===== config.mk =====
export PLATFORM = sky130hd
export DESIGN_NAME = prio_irq_ctrl
export DESIGN_NICKNAME = d
export VERILOG_FILES = /design/src/rtl/irqc_pkg.sv /design/src/rtl/irqc_pend.sv /design/src/rtl/irqc_arb.sv /design/src/rtl/prio_irq_ctrl.sv
export SDC_FILE = /design/constraint.sdc
export NUM_CORES = 1
export LEC_CHECK = 0
export ABC_CLOCK_PERIOD_IN_PS = 65800
export BUFFER_PORTS_ARGS = -buffer_cell sky130_fd_sc_hd__buf_4
export CAP_MARGIN = 20
export CORE_AREA = 2 2 206 167
export CTS_CLUSTER_SIZE = 30
export DETAILED_ROUTE_END_ITERATION = 7
export DIE_AREA = 0 0 208 169
export GPL_TIMING_DRIVEN = 0
export PLACE_DENSITY = 0.63
export SLEW_MARGIN = 10
export SYNTH_ARGS = -nofsm -noshare
export SYNTH_HDL_FRONTEND = slang
export SYNTH_SLANG_ARGS = --single-unit
export TNS_END_PERCENT = 30

===== constraint.sdc =====
create_clock -name clk_i -period 65.8 [get_ports clk_i]
set_input_delay 13.16 -clock clk_i [delete_from_list [all_inputs] [get_ports clk_i]]
set_output_delay 13.16 -clock clk_i [all_outputs]
set_load 0.005 [all_outputs]

===== src/rtl/irqc_pkg.sv =====
package irqc_pkg;
  localparam int LVL_W = 3;
  localparam int ID_W  = 5;
  localparam int AW    = 4;
  localparam int DW    = 32;
  localparam int FLD_W = 4;  // priority field pitch in a word
  localparam logic [ID_W-1:0] NO_SRC = '1;

  typedef enum logic [AW-1:0] {
    A_EDGE = 4'd8,
    A_MASK = 4'd9,
    A_PEND = 4'd10,
    A_SRC  = 4'd11,
    A_CUR  = 4'd12
  } ctrl_addr_e;
endpackage


===== src/rtl/irqc_pend.sv =====
module irqc_pend #(
  parameter int N = 27
) (
  input  logic         clk_i,
  input  logic         rst_ni,
  input  logic [N-1:0] req_i,
  input  logic [N-1:0] edge_i,
  input  logic [N-1:0] clr_i,
  output logic [N-1:0] pend_o
);
  logic [N-1:0] req_q, pend_q;

  for (genvar k = 0; k < N; k++) begin : g_bit
    always_ff @(posedge clk_i or negedge rst_ni) begin
      if (!rst_ni) begin
        req_q[k]  <= 1'b0;
        pend_q[k] <= 1'b0;
      end else begin
        req_q[k] <= req_i[k];
        if (edge_i[k]) pend_q[k] <= (req_i[k] & ~req_q[k]) | (pend_q[k] & ~clr_i[k]);
        else           pend_q[k] <= req_i[k];
      end
    end
  end

  assign pend_o = pend_q;

  // latched edge bits only drop on an explicit clear
  assert_edge_hold_R6: assert property (@(posedge clk_i) disable iff (!rst_ni)
    1 |=> (!$stable(edge_i) || (($past(pend_q & edge_i & ~clr_i) & ~pend_q) == '0)));
endmodule


===== src/rtl/irqc_arb.sv =====
module irqc_arb #(
  parameter int N  = 27,
  parameter int LW = 3,
  parameter int IW = 5
) (
  input  logic                   clk_i,
  input  logic                   rst_ni,
  input  logic [N-1:0]           elig_i,
  input  logic [N-1:0][LW-1:0]   lvl_i,
  output logic                   valid_o,
  output logic [IW-1:0]          id_o,
  output logic [LW-1:0]          lvl_o
);
  always_comb begin
    lvl_o = '0;
    id_o  = '1;
    // descending scan with >= leaves the lowest index on ties
    for (int i = N - 1; i >= 0; i--) begin
      if (elig_i[i] && lvl_i[i] >= lvl_o) begin
        lvl_o = lvl_i[i];
        id_o  = IW'(i);
      end
    end
  end
  assign valid_o = |elig_i;

  assert_win_elig_R3: assert property (@(posedge clk_i) disable iff (!rst_ni)
    valid_o |-> elig_i[id_o]);
  assert_idle_id_R11: assert property (@(posedge clk_i) disable iff (!rst_ni)
    !valid_o |-> (id_o == '1));

  for (genvar k = 0; k < N; k++) begin : g_chk
    assert_max_R3: assert property (@(posedge clk_i) disable iff (!rst_ni)
      elig_i[k] |-> (lvl_i[k] <= lvl_o));
    assert_tie_R4: assert property (@(posedge clk_i) disable iff (!rst_ni)
      (elig_i[k] && lvl_i[k] == lvl_o) |-> (k >= int'(id_o)));
  end
endmodule


===== src/rtl/prio_irq_ctrl.sv =====
module prio_irq_ctrl
  import irqc_pkg::*;
#(
  parameter int N_INT = 23,
  parameter int N_EXT = 4
) (
  input  logic             clk_i,
  input  logic             rst_ni,
  input  logic [N_INT-1:0] int_req_i,
  input  logic [N_EXT-1:0] ext_req_i,
  input  logic             fiq_req_i,
  input  logic [AW-1:0]    addr_i,
  input  logic [DW-1:0]    wdata_i,
  input  logic             wr_i,
  input  logic             rd_i,
  output logic [DW-1:0]    rdata_o,
  output logic             irq_o,
  output logic [ID_W-1:0]  irq_id_o,
  output logic             fiq_o
);
  localparam int N       = N_INT + N_EXT;
  localparam int PER_WD  = DW / FLD_W;

  logic [N-1:0][LVL_W-1:0] prio_q;
  logic [N-1:0]            edge_q, mask_q, pend, elig, clr;
  logic [LVL_W-1:0]        cur_q, win_lvl;
  logic [ID_W-1:0]         win_id, id_q;
  logic                    win_valid, irq_q, fiq_q;
  logic                    ack, fin;

  assign ack = rd_i && addr_i == A_SRC && win_valid;
  assign fin = wr_i && addr_i == A_CUR;
  assign clr = (wr_i && addr_i == A_PEND) ? wdata_i[N-1:0] : '0;

  for (genvar k = 0; k < N; k++) begin : g_prio
    always_ff @(posedge clk_i or negedge rst_ni) begin
      if (!rst_ni) prio_q[k] <= '0;
      else if (wr_i && addr_i == AW'(k / PER_WD))
        prio_q[k] <= wdata_i[FLD_W*(k % PER_WD) +: LVL_W];
    end
    assign elig[k] = pend[k] && !mask_q[k] && prio_q[k] != '0;
  end

  always_ff @(posedge clk_i or negedge rst_ni) begin
    if (!rst_ni) begin
      edge_q <= '0;
      mask_q <= '0;
      cur_q  <= '0;
      irq_q  <= 1'b0;
      id_q   <= NO_SRC;
      fiq_q  <= 1'b0;
    end else begin
      if (wr_i && addr_i == A_EDGE) edge_q <= wdata_i[N-1:0];
      if (wr_i && addr_i == A_MASK) mask_q <= wdata_i[N-1:0];
      if (ack)      cur_q <= win_lvl;
      else if (fin) cur_q <= '0;
      irq_q <= win_valid && (win_lvl > cur_q);
      id_q  <= win_id;
      fiq_q <= fiq_req_i;
    end
  end

  irqc_pend #(.N(N)) u_pend (
    .clk_i (clk_i),
    .rst_ni(rst_ni),
    .req_i ({ext_req_i, int_req_i}),
    .edge_i(edge_q),
    .clr_i (clr),
    .pend_o(pend)
  );

  irqc_arb #(.N(N), .LW(LVL_W), .IW(ID_W)) u_arb (
    .clk_i  (clk_i),
    .rst_ni (rst_ni),
    .elig_i (elig),
    .lvl_i  (prio_q),
    .valid_o(win_valid),
    .id_o   (win_id),
    .lvl_o  (win_lvl)
  );

  always_comb begin
    rdata_o = '0;
    unique case (addr_i)
      A_EDGE: rdata_o[N-1:0] = edge_q;
      A_MASK: rdata_o[N-1:0] = mask_q;
      A_PEND: rdata_o[N-1:0] = pend;
      A_SRC:  rdata_o[ID_W-1:0] = win_id;
      A_CUR:  rdata_o[LVL_W-1:0] = cur_q;
      default:
        for (int k = 0; k < N; k++)
          if (addr_i == AW'(k / PER_WD))
            rdata_o[FLD_W*(k % PER_WD) +: LVL_W] = prio_q[k];
    endcase
  end

  assign irq_o    = irq_q;
  assign irq_id_o = id_q;
  assign fiq_o    = fiq_q;

  assert_fiq_follow_R10: assert property (@(posedge clk_i) disable iff (!rst_ni)
    $past(rst_ni) |-> (fiq_o == $past(fiq_req_i)));
  assert_ack_level_R8: assert property (@(posedge clk_i) disable iff (!rst_ni)
    ack |=> (cur_q == $past(win_lvl)));
  assert_end_clear_R9: assert property (@(posedge clk_i) disable iff (!rst_ni)
    (fin && !ack) |=> (cur_q == '0));
  assert_masked_out_R5: assert property (@(posedge clk_i) disable iff (!rst_ni)
    win_valid |-> !mask_q[win_id]);
  assert_zero_prio_R2: assert property (@(posedge clk_i) disable iff (!rst_ni)
    win_valid |-> (win_lvl != '0));
endmodule


==> impl_metrics.tcl, run 1 <==
set metrics [dict create \
    die_width_um 208 \
    cp_slowest_stage_delay_ns 0.58 \
    post-route-drc-count 0 \
    cellPowerDensity_nw_per_um2 47.07 \
    grt.overflow.total 0 \
    timing_worst_slew_pin_value_ns 1.223 \
    post-route-min-period_ns 52.94 \
    drt.antenna.violating_nets 0 \
    critPathRequiredTime_ns 52.64 \
    clock-sinks 199 \
    min_to "mask_q[3]" \
    totalNegativeSetupSlack_ns 0 \
    clock-root-buffer "clkbuf_16" \
    reg2reg_setup_slack_ns 26.78 \
    floorplan.die.height_um 169 \
    grt_pass1_wl_um 70310 \
    ff_latch_count_synth 199 \
    cpMostUsedCell "ha_1" \
    synth_area_per_cell_um2 9.658 \
    dominantRegCellSynth "dfrtp_1" \
    whs_path_depth 1 \
    rr_endpoint "irq_o" \
    cts_hold_buffers 0 \
    die-area_um2 35150 \
    worstPathMaxFanout 8 \
    critical_path_arrival_ns 39.78 \
    synth_top_cell_by_area "dfrtp_1" \
    detailedPlacementHpwl_um 36160 \
    largest_net_degree_at_the_start_of_global_routing 109 \
    post_cts_buffers 0 \
    synthTopCellsByCount "dfrtp_1, nand2_1, mux2_2, nor2_1, a21oi_1" \
    numCtsBuffers 17 \
    grt_antenna_before_repair 3 \
    power.static_leakage_nw 6.422 \
    drt-wirelength-per-cell_um 24.38 \
    grt_util_all_layers_pct 26.86 \
    route.final.wire_length_um 46860 \
    min_from "mask_q[3]" \
    area_growth_pct 15.00 \
    filler_cell_count 3243 \
    core.rowCount 60 \
    finClkSkew_ns 0.01693 \
    layout-drive-gt1-share_pct 22.04 \
    route.detailed.vias_per_inst 6.083 \
    endpoint_kind "output pin" \
    critical_path.n_buffers_inverters 4 \
    diodes 0 \
    yosysWarningCount 0 \
    final_max_slew_viol_count 0 \
    final_hold_viol_count 0 \
    ir_drop_mv 0.02257 \
    worstSetupPathType "reg -> out" \
    worstSetupStartpointType "flip-flop" \
    drt-initial-drc-count 1299 \
    ys_types 106 \
    total_power_uw 706.8 \
    number_of_h_tree_branching_levels 4 \
    worst_r2r_path_depth 177 \
    worst_skew_pair.late_latency_ns 0.47 \
    num_vias 11690 \
    hp-class "reg -> reg" \
    tritoncts_clock_tree "done" \
    clk_pin_slew_ns 0.07 \
    post-synth-top-count-cell "dfrtp_1" \
    clock_path_buffers 2 \
    cts-resized-gates 0 \
    initial_core_util_pct 39.35 \
    floorplan.core_area_um2 33180 \
    timing_limited_maximum_frequency_mhz 18.89 \
    number_of_global_route_vias_before_repair 11060 \
    design.final.nets 1586 \
    cap_viol_max_count 0 \
    path_delay_family "compound AO/OA/AOI/OAI gates" \
    synth-seq-area-share_pct 38.19 \
    synthDominantCellAreaShare_pct 37.18 \
    synth_cells 1352 \
    syn-cell-area_um2 13060 \
    boundaryPins 107 \
    number_of_synthesized_flops_with_an_enable_pin 0 \
    globalplace.congestion 0.9516 \
    r2r-start "u_pend.pend_o[26]" \
    run_status "completed" \
    rsz_0062_raised_after_global_routing "false" \
    timing.final.crit_share_pct 80.45 \
    biggest_area_contributors_in_the_synthesized_netlist "dfrtp_1, mux2_2, nand2_1, ha_1, mux2i_1" \
    report.final.setup_viol 0 \
    detail_route.first_pass.iterations 5 \
    number_of_i_o_port_buffers 99 \
    critical_path.slowest_cell "nor3_1" \
    slew-limit-headroom_pct 18.50 \
    synth_async_sr_flop_share_pct 100.0 \
]
-- sequential cells by signal (all words and copies together), names as in the netlist --
register,cells
mask_q,27
irq_o,1
cur_q,3
u_pend.pend_o,27
fiq_o,1
prio_q,81
edge_q,27
u_pend.req_q,27
irq_id_o,5
-- where the power goes --
group          total [mW]  internal, mW  switching (mW)
clock network       0.109        0.0545          0.0550
registers           0.187         0.151          0.0362
logic               0.411         0.178           0.233
total               0.707         0.383           0.324
-- cells by family after synthesis --
family | after synthesis | share of synthesized area [%]
muxes | 179 | 15.87
buffers and inverters | 108 | 3.248
AOI/OAI and AO/OA | 366 | 21.11
DFF | 199 | 38.19
adders and majority gates | 53 | 4.897
other | 1 | 0.02872
and+or+nand+nor | 446 | 16.66
-- metal layers --
metal	part of all wire [%]	global-route usage (%)	vias to the layer above
li1	-	-	5290
met1	45	38.30	5785
met2	42	38.75	533
met3	9.9	7.737	83
met4	3.2	9.343	0
met5	0	0	-
-- per-stage QoR --
| stage | utilization, % | worst slack [ns] | instances | hold WS (ns) | cell area [um^2] |
|---|---|---|---|---|---|
| final | 45.25 | 12.86 | 1922 | 0.5190 | 15020 |
| after floorplan | - | 19.30 | 1353 | 0.4794 | 13060 |
| after global routing | 45.25 | 9.830 | 1922 | 0.5445 | 15020 |
| after detailed placement | 43.38 | 14.12 | 1888 | 0.5137 | 14390 |
| after global placement | 43.24 | 14.37 | 1886 | 0.4944 | 14350 |
| after CTS | 45.20 | 13.43 | 1920 | 0.5300 | 15000 |
-- how the worst max path moves through the flow --
stage | startpoint | end | slack, ns | depth (start not counted)
finish | u_pend.pend_o[26] | rdata_o[4] | 12.86 | 177
global route | u_pend.pend_o[26] | rdata_o[4] | 9.83 | 177
CTS | u_pend.pend_o[26] | rdata_o[4] | 13.43 | 177
detailed placement | u_pend.pend_o[26] | rdata_o[4] | 14.12 | 177
global placement | u_pend.pend_o[26] | rdata_o[4] | 14.37 | 177
floorplan | u_pend.pend_o[26] | rdata_o[4] | 19.30 | 175
-- final cells by class --
cell class / count / area (um^2) / area share [%]
Inverter: 55 / 206.4 / 1.375
Clock inverter: 15 / 177.7 / 1.183
Multi-Input combinational cell: 1046 / 7656 / 50.99
Sequential cell: 199 / 4986 / 33.21
Tap cell: 434 / 543.0 / 3.616
Buffer: 53 / 219.0 / 1.458
Timing Repair Buffer: 103 / 802.0 / 5.341
Clock buffer: 17 / 425.4 / 2.833
-- worst reg2reg max path, delay by kind of cell, from the launching register on --
kind	cells	cell delay, ns
mux	9	3.33
flops	1	0.42
simple gates	58	8.63
fa+ha+maj	34	9.60
compound gates	73	16.70
buf+inv	3	0.22
-- layout by cell type, fill, tap and decap left out, types with 8 or more instances in the layout --
cell       Yosys  routed
mux2_2       126     126
inv_1         54      54
o21a_1        18      18
a32o_1        27      27
a21oi_1       67      67
nand3_1       16      16
o31ai_1        8       8
mux2i_1       42      42
buf_1          9       8
mux4_2         9       9
clkbuf_16      0      17
ha_1          43      43
clkbuf_1      40      40
a211oi_1      34      34
o21ai_0       50      50
buf_4          3     102
maj3_1         9       9
o211ai_1       9       9
a21o_1        14      14
nand2b_1      30      30
nor2b_1       15      15
a31oi_1       14      14
and2_1        24      24
nor3_1        35      34
nor3b_1       18      18
nand2_1      165     165
nor2_1        98      98
o31a_1         8       8
dfrtp_1      194     194
Note: power is estimated with default switching activity, not from simulation.
==> run 2, diff against run 1 <==
- ABC_CLOCK_PERIOD_IN_PS: 65800 -> 47100
- PLACE_DENSITY: 0.63 -> 0.65
- clock period: 65.8 -> 47.1 ns (I/O delays scaled with it)
==> run 2 against run 1 <==
Against the previous run: total power increased by 51%; clock-buffer cell count increased by 2; cell area increased by 3.7%; largest power group unchanged; first-iteration DRC count decreased by 9.3%; via count increased by 1.1%; non-clock buffer count increased by 33; core utilization increased by 1.7 points; critical path depth decreased by 1.
==> impl_metrics.tcl, run 2 (same netlist as run 1, synthesis figures left out) <==
set metrics [dict create \
    met2RoutedLength_um 19990 \
    met3_wirelength_um 4336 \
    globalplace.congestion 0.9605 \
    tritoncts_clock_tree "done" \
    drt.antenna.violating_nets 0 \
    worst_r2r_path_depth 177 \
    worstSetupStartpointType "flip-flop" \
    final_design_area_no_fill_um2 15570 \
    design.final.nets 1619 \
    clk_pin_slew_ns 0.07 \
    route.final.wire_length_um 47450 \
    slew-limit-headroom_pct 22.33 \
    reg2reg_setup_slack_ns 11.11 \
    boundaryPins 107 \
    drt-wirelength-per-cell_um 24.27 \
    cap_viol_max_count 0 \
    cts_hold_buffers 0 \
    initial_core_util_pct 39.35 \
    min_to "mask_q[3]" \
    floorplan.die.height_um 169 \
    die_width_um 208 \
    core.rowCount 60 \
    layout-drive-gt1-share_pct 27.35 \
    endpoint_kind "output pin" \
    worst_skew_pair.late_latency_ns 0.47 \
    run_status "completed" \
    worstSetupPathType "reg -> out" \
    r2r-start "u_pend.pend_o[26]" \
    timing_limited_maximum_frequency_mhz 21.95 \
    area_growth_pct 19.24 \
    grt.overflow.total 0 \
    holdWs_ns 0.5142 \
    power.static_leakage_nw 6.621 \
    most-common-layout-cells "dfrtp_1, nand2_1, buf_4" \
    critPathRequiredTime_ns 37.68 \
    cp_slowest_stage_delay_ns 0.42 \
    dpl_cell_area_um2 14390 \
    die-area_um2 35150 \
    highest_layer "met4" \
    final_max_slew_viol_count 0 \
    cpMostUsedCell "ha_1" \
    grt_util_all_layers_pct 26.76 \
    detailedPlacementHpwl_um 35580 \
    timing.final.crit_share_pct 96.74 \
    number_of_h_tree_branching_levels 4 \
    whs_path_depth 1 \
    detail_route.first_pass.iterations 5 \
    most_flop_heavy_register "prio_q" \
    power.share.sequential_pct 24.5 \
    power.net_switching_uw 483.7 \
    clock_path_buffers 2 \
    largest_register_ffs 81 \
    layout_commonest_cell "dfrtp_1" \
    netSwitchingFraction_pct 45.28 \
    grt_pass1_wl_um 70250 \
    number_of_i_o_port_buffers 99 \
    hp-class "reg -> reg" \
    num_vias 11820 \
    grt_antenna_before_repair 0 \
    number_of_global_route_vias_before_repair 11160 \
    drt-met1-wl_um 21210 \
    clock-sinks 199 \
    ir_drop_mv 0.02841 \
    power.share.combinational_pct 61.4 \
    total_power_mw 1.068 \
    diodes 0 \
    int_power_uw 584.4 \
    min_from "mask_q[3]" \
    drt-initial-drc-count 1178 \
    critical_path.n_buffers_inverters 6 \
    post-route-drc-count 0 \
    floorplan.core_area_um2 33180 \
    cellPowerDensity_nw_per_um2 68.60 \
    route.detailed.vias_per_inst 6.045 \
    final_hold_viol_count 0 \
    pwr-share-clk_pct 14.0 \
    path_delay_family "compound AO/OA/AOI/OAI gates" \
    critical_path.slowest_cell "o41a_1" \
    timing_worst_slew_pin_value_ns 1.161 \
    finClkSkew_ns 0.01549 \
    rr_endpoint "irq_o" \
    worstPathMaxFanout 6 \
    critical_path_arrival_ns 36.15 \
    report.final.setup_viol 0 \
    numCtsBuffers 17 \
    post-route-min-period_ns 45.57 \
    largest_net_degree_at_the_start_of_global_routing 111 \
    clock-root-buffer "clkbuf_16" \
]
==> run 2: cell count changes in the layout (fill, tap and decap cells not counted), moves of 5 or more <==
cell,change
a21oi_1,-9
a21oi_2,+8
buf_4,+32
o21ai_0,-8
o221ai_1,-5
o221ai_2,+5
==> run 2: stage by stage <==
stage / util, % / cells / setup slack, ns / TNS, ns
after floorplan: - / 1353 / 4.342 / 0
after global placement: 43.24 / 1886 / -0.2695 / -0.3369
final: 46.92 / 1955 / 1.535 / 0
after detailed placement: 43.38 / 1888 / -0.5352 / -1.003
after CTS: 45.31 / 1922 / 0.02772 / 0
after global routing: 46.92 / 1955 / -0.3025 / -0.8811
==> run 2: per-layer routing <==
layer / GRT usage [%] / vias up
li1: - / 5340
met1: 38.10 / 5848
met2: 38.88 / 541
met3: 5.993 / 89
met4: 11.75 / 0
met5: 0 / -
==> run 2: repair_timing <==
action                     in CTS  in global routing
setup buffers                   2                 31
pin swaps                       3                 38
setup endpoints to repair       5                  5
gates resized for setup        10                 63
hold endpoints to repair        0                  0
==> run 2: layout make-up <==
| type | count | area [um^2] |
|---|---|---|
| sequential | 199 | 4986 |
| multi-input combinational | 1046 | 7980 |
| clock buffer | 19 | 442.9 |
| clock inverter | 13 | 135.1 |
| tap | 434 | 543.0 |
| buffer | 53 | 219.0 |
| fill | 3180 | 17610 |
| inverter | 55 | 206.4 |
| timing repair buffer | 136 | 1057 |
==> run 2: worst reg2reg max path, delay by kind of cell, from the launching register on <==
family,cells,cell delay (ns)
mux,9,3.11
simple gates,61,8.83
buf+inv,6,0.65
fa+ha+maj,35,9.99
compound gates,66,12.84
flops,1,0.40
==> run 2: worst max path at each step <==
stage / startpoint / to / slack, ns / cells past startpoint
finish: u_pend.pend_o[26] / rdata_o[4] / 1.53 / 176
global route: u_pend.pend_o[26] / rdata_o[3] / -0.30 / 178
floorplan: u_pend.pend_o[26] / rdata_o[4] / 4.34 / 175
detailed placement: u_pend.pend_o[26] / rdata_o[4] / -0.54 / 177
global placement: u_pend.pend_o[26] / rdata_o[4] / -0.27 / 177
CTS: u_pend.pend_o[26] / rdata_o[2] / 0.03 / 177
==> run 2: power groups by stage <==
| stage | combinational [mW] | sequential (mW) | clock (mW) |
|---|---|---|---|
| floorplan | 0.420 | 0.240 | 0 |
| global placement | 0.548 | 0.260 | 0 |
| detailed placement | 0.555 | 0.261 | 0 |
| CTS | 0.573 | 0.258 | 0.152 |
| global route | 0.719 | 0.265 | 0.158 |
| finish | 0.656 | 0.262 | 0.150 |
==> run 3, diff against run 2 <==
--- a/config.mk
+++ b/config.mk
@@ -13,5 +13,4 @@
 export DETAILED_ROUTE_END_ITERATION = 7
 export DIE_AREA = 0 0 208 169
-export GPL_TIMING_DRIVEN = 0
 export PLACE_DENSITY = 0.65
 export SLEW_MARGIN = 10
==> constraint.sdc (replaced) <==
create_clock -name clk_i -period 47.1 [get_ports clk_i]
set_input_delay 4.71 -clock clk_i [delete_from_list [all_inputs] [get_ports clk_i]]
set_output_delay 4.71 -clock clk_i [all_outputs]
set_load 0.005 [all_outputs]
==> run 3 against run 2 <==
Against the previous run: worst setup slack improved by 1.7 ns; flip-flop and latch count unchanged; sequential share of layout area increased by 1.5 points; clock skew decreased by 0.0029 ns; largest power group unchanged; critical path depth decreased by 1; largest cell class unchanged.
==> impl_metrics.tcl, run 3 (same netlist as run 1, synthesis figures left out) <==
set metrics [dict create \
    num_vias 11300 \
    detailedPlacementHpwl_um 31490 \
    clock-sinks 199 \
    final_hold_viol_count 0 \
    slew-limit-headroom_pct 30.21 \
    grt_use_met2_pct 36.21 \
    min_to "mask_q[3]" \
    post_layout_nonfiller_instances 1879 \
    report.final.setup_viol 0 \
    worstPathMaxFanout 8 \
    reg2reg_setup_slack_ns 8.57 \
    multi_input_comb_area_um2 7681 \
    cap_viol_max_count 0 \
    final_max_slew_viol_count 0 \
    design.final.nets 1543 \
    grt_util_all_layers_pct 24.68 \
    grt_antenna_before_repair 0 \
    finalWorstSetupSlack_ns 3.254 \
    initial_core_util_pct 39.35 \
    worstSetupStartpointType "flip-flop" \
    drt-wirelength-per-cell_um 22.81 \
    cts_hold_buffers 0 \
    grt.overflow.total 0 \
    globalplace.congestion 0.9420 \
    tritoncts_clock_tree "done" \
    clock_path_buffers 2 \
    post-route-drc-count 0 \
    detail_route.first_pass.iterations 5 \
    route.detailed.vias_per_inst 6.016 \
    post_route_utilization_pct 44.80 \
    post_cts_buffers 0 \
    timing.final.crit_share_pct 93.09 \
    holdWs_ns 0.5112 \
    endpoint_kind "output pin" \
    floorplan.core_area_um2 33180 \
    route.final.wire_length_um 42870 \
    grt_util_met1_pct 34.62 \
    timing_limited_maximum_frequency_mhz 22.81 \
    boundaryPins 107 \
    r2r-start "u_pend.pend_o[26]" \
    floorplan.die.height_um 169 \
    clk_pin_slew_ns 0.07 \
    numCtsBuffers 17 \
    ir_drop_mv 0.02576 \
    run_status "completed" \
    number_of_h_tree_branching_levels 4 \
    die_width_um 208 \
    dp_slack_ns 4.389 \
    totalNegativeSetupSlack_ns 0 \
    largest_net_degree_at_the_start_of_global_routing 86 \
    layout-drive-gt1-share_pct 23.32 \
    post-route-min-period_ns 43.85 \
    layout_commonest_cell "dfrtp_1" \
    dp_cells 1846 \
    worst_r2r_path_depth 175 \
    cpMostUsedCell "ha_1" \
    grt-busiest-layer "met2" \
    core.rowCount 60 \
    most_flop_heavy_register "prio_q" \
    whs_path_depth 1 \
    most-common-layout-cells "dfrtp_1, nand2_1, mux2_2" \
    grt_pass1_wl_um 66030 \
    area_growth_pct 13.85 \
    cts-resized-gates 0 \
    critical_path_arrival_ns 39.14 \
    number_of_global_route_vias_before_repair 10870 \
    critical_path.slowest_cell "o31ai_1" \
    clock-root-buffer "clkbuf_16" \
    worstSetupPathType "reg -> out" \
    sequential_cell_area_um2 4986 \
    filler_cell_count 3169 \
    min_from "mask_q[3]" \
    diodes 0 \
    largest_register_ffs 81 \
    grt_util_met3_pct 7.477 \
    cellPowerDensity_nw_per_um2 65.23 \
    timing_worst_slew_pin_value_ns 1.045 \
    cp_slowest_stage_delay_ns 0.51 \
    number_of_i_o_port_buffers 102 \
    critPathRequiredTime_ns 42.39 \
    hp-class "reg -> reg" \
    worst_skew_pair.late_latency_ns 0.46 \
    rsz_0062_raised_after_global_routing "false" \
    power.static_leakage_nw 6.375 \
    drt.antenna.violating_nets 0 \
    drt-initial-drc-count 996 \
    die-area_um2 35150 \
    finClkSkew_ns 0.01257 \
    rr_endpoint "irq_o" \
]
run 3: power by group:
part | total (mW) | internal (mW) | switching, mW
Combinational | 0.559 | 0.246 | 0.313
Sequential | 0.264 | 0.210 | 0.0535
Clock | 0.147 | 0.0704 | 0.0765
Total | 0.970 | 0.527 | 0.443
run 3: critical path, delay by kind of cell (launching register included):
kind | cells | cell delay (ns)
AND/OR/NAND/NOR | 61 | 9.66
multiplexers | 8 | 2.94
AO/OA/AOI/OAI | 68 | 15.48
buffers and inverters | 4 | 0.41
flip-flops | 1 | 0.39
adder cells (fa/ha/maj) | 34 | 9.71
run 3: through the flow:
step | cell area, um^2 | power [mW]
6_report | 14870 | 0.9697
5_1_grt | 14870 | 1.051
4_1_cts | 14840 | 0.9622
3_5_place_dp | 14260 | 0.8114
3_3_place_gp | 14260 | 0.7998
2_1_floorplan | 13060 | 0.6600
run 3: worst max path at each step:
stage	from	end	slack [ns]	cells after the start
finish	u_pend.pend_o[26]	rdata_o[4]	3.25	175
global route	u_pend.pend_o[26]	rdata_o[4]	0.22	175
CTS	u_pend.pend_o[26]	rdata_o[4]	3.69	175
detailed placement	u_pend.pend_o[26]	rdata_o[4]	4.39	176
global placement	mask_q[26]	rdata_o[4]	4.89	176
floorplan	u_pend.pend_o[26]	rdata_o[4]	9.05	175
run 3: cell type report:
cell class	instances	area share, %
Multi-Input combinational cell	1046	51.67
Sequential cell	199	33.54
Timing Repair Buffer	113	5.883
Tap cell	434	3.653
Clock buffer	18	2.887
Inverter	55	1.389
Clock inverter	14	0.9763
run 3: metal layers:
| metal | share of wire [%] | wire, um | vias to the layer above |
|---|---|---|---|
| met4 | 2.8 | 1208 | 0 |
| met1 | 46 | 19680 | 5591 |
| met3 | 9.2 | 3929 | 63 |
| met2 | 42 | 18050 | 455 |
| li1 | - | - | 5195 |
| met5 | 0 | 0 | - |
